[config.mk]
export PLATFORM = sky130hd
export DESIGN_NAME = fbscan_top
export DESIGN_NICKNAME = d
export VERILOG_FILES = /design/src/rtl/fbscan_pkg.sv /design/src/rtl/fbscan_timing.sv /design/src/rtl/fbscan_pixel.sv /design/src/rtl/fbscan_top.sv
export SDC_FILE = /design/constraint.sdc
export NUM_CORES = 1
export LEC_CHECK = 0
export BUFFER_PORTS_ARGS = -buffer_cell sky130_fd_sc_hd__buf_2
export CAP_MARGIN = 20
export CORE_MARGIN = 2
export CORE_UTILIZATION = 40
export DETAILED_ROUTE_END_ITERATION = 8
export PLACE_DENSITY = 0.75
export SLEW_MARGIN = 20
export SYNTH_ARGS = -nofsm -noshare
export SYNTH_HDL_FRONTEND = slang
export SYNTH_HIERARCHICAL = 1
export SYNTH_SLANG_ARGS = --single-unit
[constraint.sdc]
create_clock -name clk -period 2.5 [get_ports clk]
set_input_delay 0.5 -clock clk [delete_from_list [all_inputs] [get_ports clk]]
set_output_delay 0.5 -clock clk [all_outputs]
set_load 0.05 [all_outputs]
[src/rtl/fbscan_pkg.sv]
package fbscan_pkg;
  // Strobes from the scan control into the pixel datapath.
  typedef struct packed {
    logic lineEnd;
    logic frameEnd;
    logic hSyncNow;
    logic vSyncNow;
    logic activeNow;
    logic inWindow;
  } scanCtl_t;
endpackage

[src/rtl/fbscan_timing.sv]
module fbscan_timing
  import fbscan_pkg::*;
#(
  parameter int CNT_W      = 12,
  parameter int H_ACTIVE   = 800,
  parameter int H_SYNC_BEG = 840,
  parameter int H_SYNC_END = 968,
  parameter int H_TOTAL    = 1056,
  parameter int V_ACTIVE   = 600,
  parameter int V_SYNC_BEG = 601,
  parameter int V_SYNC_END = 605,
  parameter int V_TOTAL    = 628,
  parameter int WIN_BITS   = 9
) (
  input  logic             clk,
  input  logic             rst,
  output logic [CNT_W-1:0] hCnt,
  output logic [CNT_W-1:0] vCnt,
  output scanCtl_t         ctl
);
  localparam logic [CNT_W-1:0] H_LAST = CNT_W'(H_TOTAL - 1);
  localparam logic [CNT_W-1:0] V_LAST = CNT_W'(V_TOTAL - 1);
  localparam logic [CNT_W-1:0] H_ACT  = CNT_W'(H_ACTIVE);
  localparam logic [CNT_W-1:0] V_ACT  = CNT_W'(V_ACTIVE);
  localparam logic [CNT_W-1:0] H_SB   = CNT_W'(H_SYNC_BEG);
  localparam logic [CNT_W-1:0] H_SE   = CNT_W'(H_SYNC_END);
  localparam logic [CNT_W-1:0] V_SB   = CNT_W'(V_SYNC_BEG);
  localparam logic [CNT_W-1:0] V_SE   = CNT_W'(V_SYNC_END);

  always_comb begin
    ctl.lineEnd   = (hCnt == H_LAST);
    ctl.frameEnd  = ctl.lineEnd && (vCnt == V_LAST);
    ctl.hSyncNow  = (hCnt >= H_SB) && (hCnt < H_SE);
    ctl.vSyncNow  = (vCnt >= V_SB) && (vCnt < V_SE);
    ctl.activeNow = (hCnt < H_ACT) && (vCnt < V_ACT);
    ctl.inWindow  = ((hCnt >> WIN_BITS) == '0) && ((vCnt >> WIN_BITS) == '0);
  end

  always_ff @(posedge clk) begin
    if (rst) begin
      hCnt <= '0;
      vCnt <= '0;
    end else if (ctl.frameEnd) begin
      hCnt <= '0;
      vCnt <= '0;
    end else if (ctl.lineEnd) begin
      hCnt <= '0;
      vCnt <= vCnt + 1'b1;
    end else begin
      hCnt <= hCnt + 1'b1;
    end
  end
endmodule

[src/rtl/fbscan_pixel.sv]
module fbscan_pixel
  import fbscan_pkg::*;
#(
  parameter int CNT_W      = 12,
  parameter int ADDR_W     = 16,
  parameter int TILE_SHIFT = 5,
  parameter int IMG_BITS   = 4
) (
  input  logic              clk,
  input  logic              rst,
  input  logic [CNT_W-1:0]  hCnt,
  input  logic [CNT_W-1:0]  vCnt,
  input  scanCtl_t          ctl,
  output logic [ADDR_W-1:0] fbAddr,
  input  logic [15:0]       fbData,
  output logic [CNT_W-1:0]  hPos,
  output logic [CNT_W-1:0]  vPos,
  output logic              hSync,
  output logic              vSync,
  output logic              blank,
  output logic [7:0]        red,
  output logic [7:0]        green,
  output logic [7:0]        blue
);
  localparam int TOP = TILE_SHIFT + IMG_BITS - 1;

  logic       winQ;
  logic [4:0] r5;
  logic [5:0] g6;
  logic [4:0] b5;

  // Tile index pair, word aligned.
  assign fbAddr = ADDR_W'({vCnt[TOP:TILE_SHIFT], hCnt[TOP:TILE_SHIFT], 1'b0});

  // One stage to match the RAM read latency.
  always_ff @(posedge clk) begin
    if (rst) begin
      hPos  <= '0;
      vPos  <= '0;
      hSync <= 1'b0;
      vSync <= 1'b0;
      blank <= 1'b0;
      winQ  <= 1'b0;
    end else begin
      hPos  <= hCnt;
      vPos  <= vCnt;
      hSync <= ctl.hSyncNow;
      vSync <= ctl.vSyncNow;
      blank <= !ctl.activeNow;
      winQ  <= ctl.inWindow;
    end
  end

  assign r5 = fbData[15:11];
  assign g6 = fbData[10:5];
  assign b5 = fbData[4:0];

  always_comb begin
    if (winQ) begin
      red   = {r5, r5[4:2]};
      green = {g6, g6[5:4]};
      blue  = {b5, b5[4:2]};
    end else begin
      red   = '0;
      green = '0;
      blue  = '0;
    end
  end
endmodule

[src/rtl/fbscan_top.sv]
module fbscan_top
  import fbscan_pkg::*;
#(
  parameter int CNT_W      = 12,
  parameter int ADDR_W     = 16,
  parameter int H_ACTIVE   = 800,
  parameter int H_SYNC_BEG = 840,
  parameter int H_SYNC_END = 968,
  parameter int H_TOTAL    = 1056,
  parameter int V_ACTIVE   = 600,
  parameter int V_SYNC_BEG = 601,
  parameter int V_SYNC_END = 605,
  parameter int V_TOTAL    = 628,
  parameter int TILE_SHIFT = 5,
  parameter int IMG_BITS   = 4
) (
  input  logic              clk,
  input  logic              rst,
  output logic [ADDR_W-1:0] fbAddr,
  input  logic [15:0]       fbData,
  output logic [CNT_W-1:0]  hPos,
  output logic [CNT_W-1:0]  vPos,
  output logic              hSync,
  output logic              vSync,
  output logic              blank,
  output logic [7:0]        red,
  output logic [7:0]        green,
  output logic [7:0]        blue
);
  localparam int WIN_BITS = TILE_SHIFT + IMG_BITS;

  logic [CNT_W-1:0] hCnt;
  logic [CNT_W-1:0] vCnt;
  scanCtl_t         ctl;

  fbscan_timing #(
    .CNT_W(CNT_W), .H_ACTIVE(H_ACTIVE), .H_SYNC_BEG(H_SYNC_BEG),
    .H_SYNC_END(H_SYNC_END), .H_TOTAL(H_TOTAL), .V_ACTIVE(V_ACTIVE),
    .V_SYNC_BEG(V_SYNC_BEG), .V_SYNC_END(V_SYNC_END), .V_TOTAL(V_TOTAL),
    .WIN_BITS(WIN_BITS)
  ) u_timing (
    .clk(clk), .rst(rst), .hCnt(hCnt), .vCnt(vCnt), .ctl(ctl)
  );

  fbscan_pixel #(
    .CNT_W(CNT_W), .ADDR_W(ADDR_W), .TILE_SHIFT(TILE_SHIFT), .IMG_BITS(IMG_BITS)
  ) u_pixel (
    .clk(clk), .rst(rst), .hCnt(hCnt), .vCnt(vCnt), .ctl(ctl),
    .fbAddr(fbAddr), .fbData(fbData), .hPos(hPos), .vPos(vPos),
    .hSync(hSync), .vSync(vSync), .blank(blank),
    .red(red), .green(green), .blue(blue)
  );
endmodule

==> flow_metrics.py, run 1 <==
metrics = {
    "run": {
        "maxCapViolCount": 0,
    },
    "route": {
        "routed_via_density": 4.90,
        "final_antenna_net_count": 0,
        "wl_per_cell_um": 11.7,
        "drc": 0,
        "drtIter0Drc": 140,
        "dr.pass1.iters": 4,
        "routed_wl_um": 4540,
        "via_count": 1901,
    },
    "clock_network": {
        "postCtsHoldBufs": 0,
        "h-tree-depth": 2,
        "path_clk_slew_ns": 0.09,
        "post_cts_buffers": 0,
        "tritoncts": "done",
        "cts_sinks": 52,
        "max-clock-path-buffers": 2,
        "clk_latency_ns": 0.30,
        "cts_buffers": 5,
        "clockRootBuffer": "clkbuf_8",
        "cts_resized": 0,
    },
    "logic_synthesis": {
        "synth_area_per_cell_um2": 9.20,
        "yosys_warnings": 6,
        "syn_inst": 255,
        "syn_area_mm2": 0.00235,
    },
    "setup_path": {
        "cp-start-kind": "register",
        "arrival_ns": 2.34,
        "crit_path_top_delay_cell": "or4_1",
        "crit_fanout": 8,
        "crit_family": "simple AND/OR/NAND/NOR gates",
        "criticalPathCategory": "reg -> reg",
        "path_buf_inv": 0,
        "path_cells": "ha_1 > and4_1 > nand4_1 > or4_1 > a21oi_1",
        "slowest_delay_ns": 0.57,
        "endpoint_kind": "register",
        "required_ns": 2.74,
    },
    "hold_path": {
        "min_path_type": "reg -> reg",
    },
    "place": {
        "routabilityCongestion": 0.779,
        "dp.final_hpwl_um": 3320,
        "port_buffers": 76,
    },
    "floorplanning": {
        "core_mm2": 0.00557,
        "initial_core_util_pct": 42.1,
        "pin_count": 85,
        "die_h_um": 80.6,
        "die_width_um": 80.6,
        "num_rows": 27,
        "die_area_mm2": 0.00649,
    },
    "sta": {
        "setup_tns_ns": 0,
        "slew_headroom_pct": 62.8,
        "tightest_slew_ns": 0.552,
        "finalClockSkew_ns": 0.00601,
        "drv_slew": 0,
        "fin_crit_ns": 2.10,
        "setup_violations": 0,
        "rsz0062_at_grt": "no",
        "period_share_pct": 83.9,
        "fmax_mhz": 477,
        "finalHoldViolations": 0,
    },
    "cells_and_area": {
        "drive_gt1_share_pct": 30.7,
        "area_delta_synth_final_pct": 17.3,
        "fin_nets": 338,
        "n_antenna_cell": 0,
    },
    "power_and_ir_drop": {
        "leakage_nw": 1.25,
        "peakVddDrop_uv": 204,
        "pwr_density_cell_mw_per_mm2": 608,
        "finalPower_w": 0.00167,
    },
    "outcome": {
        "status": "finished clean",
    },
    "grt": {
        "grt_usage_pct": 14.0,
        "grt_pass1_wl_um": 7110,
        "grt_max_degree": 24,
        "grt_pass1_vias": 1592,
        "antenna_found_initial": 0,
        "overflow": 0,
    },
}
power by group:
group          total [W]  switching, W  internal (W)  leakage (nW)
Clock           0.000616      0.000263      0.000353        0.0645
Combinational   0.000203      0.000157     0.0000469         0.762
Sequential      0.000854     0.0000140      0.000840         0.421
sequential cells by signal (all words and copies together) (netlist names):
signal,cells
u_pixel/hPos,12
u_pixel/vPos,12
u_timing/hCnt,12
u_timing/vCnt,12
u_pixel/blank,1
u_pixel/hSync,1
u_pixel/vSync,1
u_pixel/winQ,1
layer usage:
metal	share of wire (%)	global-route usage, %	wire (um)
met5	0	0	0
met4	1.1	5.76	51
met3	9.5	3.48	429
met2	46	23.3	2080
met1	44	17.2	1970
through the flow:
stage               instance area [um^2]  util [%]  std cells  hold slack, ns  setup WS (ns)
finish                              2750      49.4        388           0.504          0.402
global route                        2750      49.4        388           0.538          0.293
CTS                                 2750      49.4        388           0.503          0.422
detailed placement                  2630      47.1        380           0.481          0.473
global placement                    2630      47.1        380           0.465          0.557
floorplan                           2370         -        262           0.432          0.704
layout by cell type (no fill, tap or decap), drive strengths merged:
cell	count
a21oi	12
a2bb2oi	1
a31oi	1
and2	17
and2b	8
and3	3
and3b	1
and4	2
and4b	1
buf	77
bufinv	1
clkbuf	7
conb	8
dfxtp	52
ha	5
inv	10
nand2	12
nand2b	1
nand3	11
nand4	5
nor2	16
nor2b	19
nor3	4
nor3b	1
nor4	5
nor4b	1
o211a	1
o211ai	2
o21ai	5
o21bai	1
o31ai	4
or3	8
or4	3
xnor2	7
xor2	4
final cells by class:
type                    instances  area, um^2
clock buffers                   7        96.3
clock inverters                 1        30.0
fillers                       545        2820
inverters                      10        37.5
multi-input cells             169        1070
flip-flops and latches         52        1040
well taps                      72        90.1
repair buffers                 77         388
path summary, 6_finish.rpt:
path | start | to | slack [ns] | cells after the start
hold reg to reg | u_timing/hCnt[0]$_SDFF_PP0_ | u_timing/hCnt[0]$_SDFF_PP0_ | 0.50 | 1
setup / recovery | u_timing/hCnt[0]$_SDFF_PP0_ | u_timing/vCnt[7]$_SDFFE_PP0P_ | 0.40 | 5
setup reg to reg | u_timing/hCnt[0]$_SDFF_PP0_ | u_timing/vCnt[7]$_SDFFE_PP0P_ | 0.40 | 5
hold / removal | u_timing/hCnt[0]$_SDFF_PP0_ | u_timing/hCnt[0]$_SDFF_PP0_ | 0.50 | 1
(Power assumes the default switching activity.)
==> run 2: changes to the inputs <==
Settings changed: ABC_AREA set to 1, PLACE_DENSITY 0.75 to 0.76.
Clock period 2.5 ns to 1.9 ns, I/O delays scaled along.
==> run 2 against run 1 <==
Global-route usage rose by 0.95 points. Clock skew up 0.0092 ns. Utilization fell by 2.1 points. Synthesized cell count grew 55%. Critical path depth decreased by 2. Die area up 13%. Cell count rose by 37%.
==> flow_metrics.py, run 2 <==
metrics = {
    "outcome": {
        "status": "finished clean",
    },
    "sta": {
        "rsz0062_at_grt": "no",
        "period_share_pct": 93.4,
        "fmax_mhz": 563,
        "setup_tns_ns": 0,
        "finalClockSkew_ns": 0.0152,
        "drv_slew": 0,
        "finalHoldViolations": 0,
        "fin_crit_ns": 1.78,
        "setup_violations": 0,
    },
    "setup_path": {
        "endpoint_kind": "output pin",
        "crit_fanout": 16,
        "crit_path_top_delay_cell": "dfxtp_1",
        "cp-start-kind": "register",
        "crit_cells": 3,
        "required_ns": 1.52,
        "slowest_delay_ns": 0.63,
        "path_cells": "nand2_1 > inv_1 > buf_2",
        "arrival_ns": 1.40,
        "crit_family": "flip-flops",
        "reg2reg_depth": 6,
        "path_buf_inv": 2,
        "criticalPathCategory": "reg -> out",
    },
    "clock_network": {
        "post_cts_buffers": 0,
        "cts_buffers": 5,
        "clk_latency_ns": 0.31,
        "path_clk_slew_ns": 0.10,
        "cts_resized": 0,
        "postCtsHoldBufs": 0,
        "clockRootBuffer": "clkbuf_8",
        "max-clock-path-buffers": 2,
        "h-tree-depth": 2,
        "cts_sinks": 52,
        "tritoncts": "done",
    },
    "grt": {
        "met1_usage_pct": 17.8,
        "grt_usage_pct": 15.0,
        "grt_pass1_vias": 2087,
        "grt.busiest_layer": "met2",
        "grt_pass1_wl_um": 8890,
        "grt_max_degree": 30,
        "met3_usage_pct": 4.33,
        "overflow": 0,
        "use_met2_pct": 26.2,
        "antenna_found_initial": 0,
    },
    "logic_synthesis": {
        "synth_area_per_cell_um2": 6.77,
        "yosys_warnings": 6,
        "syn_inst": 394,
        "syn_area_mm2": 0.00267,
    },
    "floorplanning": {
        "core_mm2": 0.00639,
        "pin_count": 85,
        "num_rows": 29,
        "die_area_mm2": 0.00734,
        "die_width_um": 85.7,
        "die_h_um": 85.7,
        "initial_core_util_pct": 41.8,
    },
    "route": {
        "dr.pass1.iters": 4,
        "drc": 0,
        "drtIter0Drc": 118,
        "via_count": 2383,
        "wl_per_cell_um": 10.3,
        "final_antenna_net_count": 0,
        "routed_wl_um": 5460,
        "routed_via_density": 4.48,
    },
    "place": {
        "dp.final_hpwl_um": 4200,
        "port_buffers": 76,
        "routabilityCongestion": 0.877,
    },
    "cells_and_area": {
        "mostFrequentLayoutCell": "nand2_1",
        "nFillCells": 647,
        "area_delta_synth_final_pct": 13.1,
        "drive_gt1_share_pct": 22.4,
        "layout_common_cells": "nand2_1, buf_2, inv_1",
        "post-route-util_pct": 47.3,
        "n_antenna_cell": 0,
        "fin_nets": 477,
    },
    "power_and_ir_drop": {
        "peakVddDrop_uv": 379,
        "leakage_nw": 1.58,
        "pwr_density_cell_mw_per_mm2": 656,
    },
    "hold_path": {
        "min_path_type": "reg -> reg",
        "hold_path_depth": 2,
    },
    "run": {
        "maxCapViolCount": 0,
    },
}
run 2: power breakdown:
group | switching [W] | total, W | leakage [nW] | internal (W)
combinational | 0.000191 | 0.000238 | 1.11 | 0.0000467
clock | 0.000370 | 0.000633 | 0.0456 | 0.000263
sequential | 0.0000104 | 0.00111 | 0.420 | 0.00110
total | 0.000572 | 0.00198 | 1.58 | 0.00141
run 2: final timing paths:
kind / start / endpoint / slack [ns]
worst max-delay path: u_pixel/winQ$_SDFF_PP0_ / green[2] / 0.12
worst min-delay path: u_timing/hCnt[2]$_SDFF_PP0_ / u_pixel/hPos[2]$_SDFF_PP0_ / 0.46
worst max register to register: u_timing/hCnt[0]$_SDFF_PP0_ / u_timing/vCnt[1]$_SDFFE_PP0P_ / 0.29
worst min register to register: u_timing/hCnt[2]$_SDFF_PP0_ / u_pixel/hPos[2]$_SDFF_PP0_ / 0.46
run 2: layer usage:
metal	wire length, um	vias up
met4	56	0
met1	2460	1022
li1	-	1261
met2	2480	96
met3	463	4
met5	0	-
run 2: area by class of cell:
type | instances | area (um^2) | share of cell area (%)
clock buffers | 6 | 72.6 | 2.40
inverters | 81 | 304 | 10.1
flip-flops and latches | 52 | 1040 | 34.5
well taps | 77 | 96.3 | 3.19
clock inverters | 2 | 13.8 | 0.456
repair buffers | 80 | 410 | 13.6
multi-input cells | 234 | 1080 | 35.8
run 2: per-stage QoR:
| step | cell area [um^2] | hold slack [ns] | total power [W] | cells | setup WS [ns] |
|---|---|---|---|---|---|
| floorplan | 2700 | 0.400 | 0.00135 | 401 | 0.344 |
| global placement | 2930 | 0.453 | 0.00137 | 524 | 0.385 |
| detailed placement | 2930 | 0.451 | 0.00137 | 524 | 0.314 |
| CTS | 3020 | 0.468 | 0.00200 | 532 | 0.115 |
| global route | 3020 | 0.485 | 0.00206 | 532 | 0.00637 |
| finish | 3020 | 0.464 | 0.00198 | 532 | 0.125 |
run 2: worst reg2reg max path, delay by kind of cell, from the launching register on:
family | cells | cell delay (ns)
compound gates | 2 | 0.44
flops | 1 | 0.41
fa+ha+maj | 1 | 0.19
simple gates | 3 | 0.46
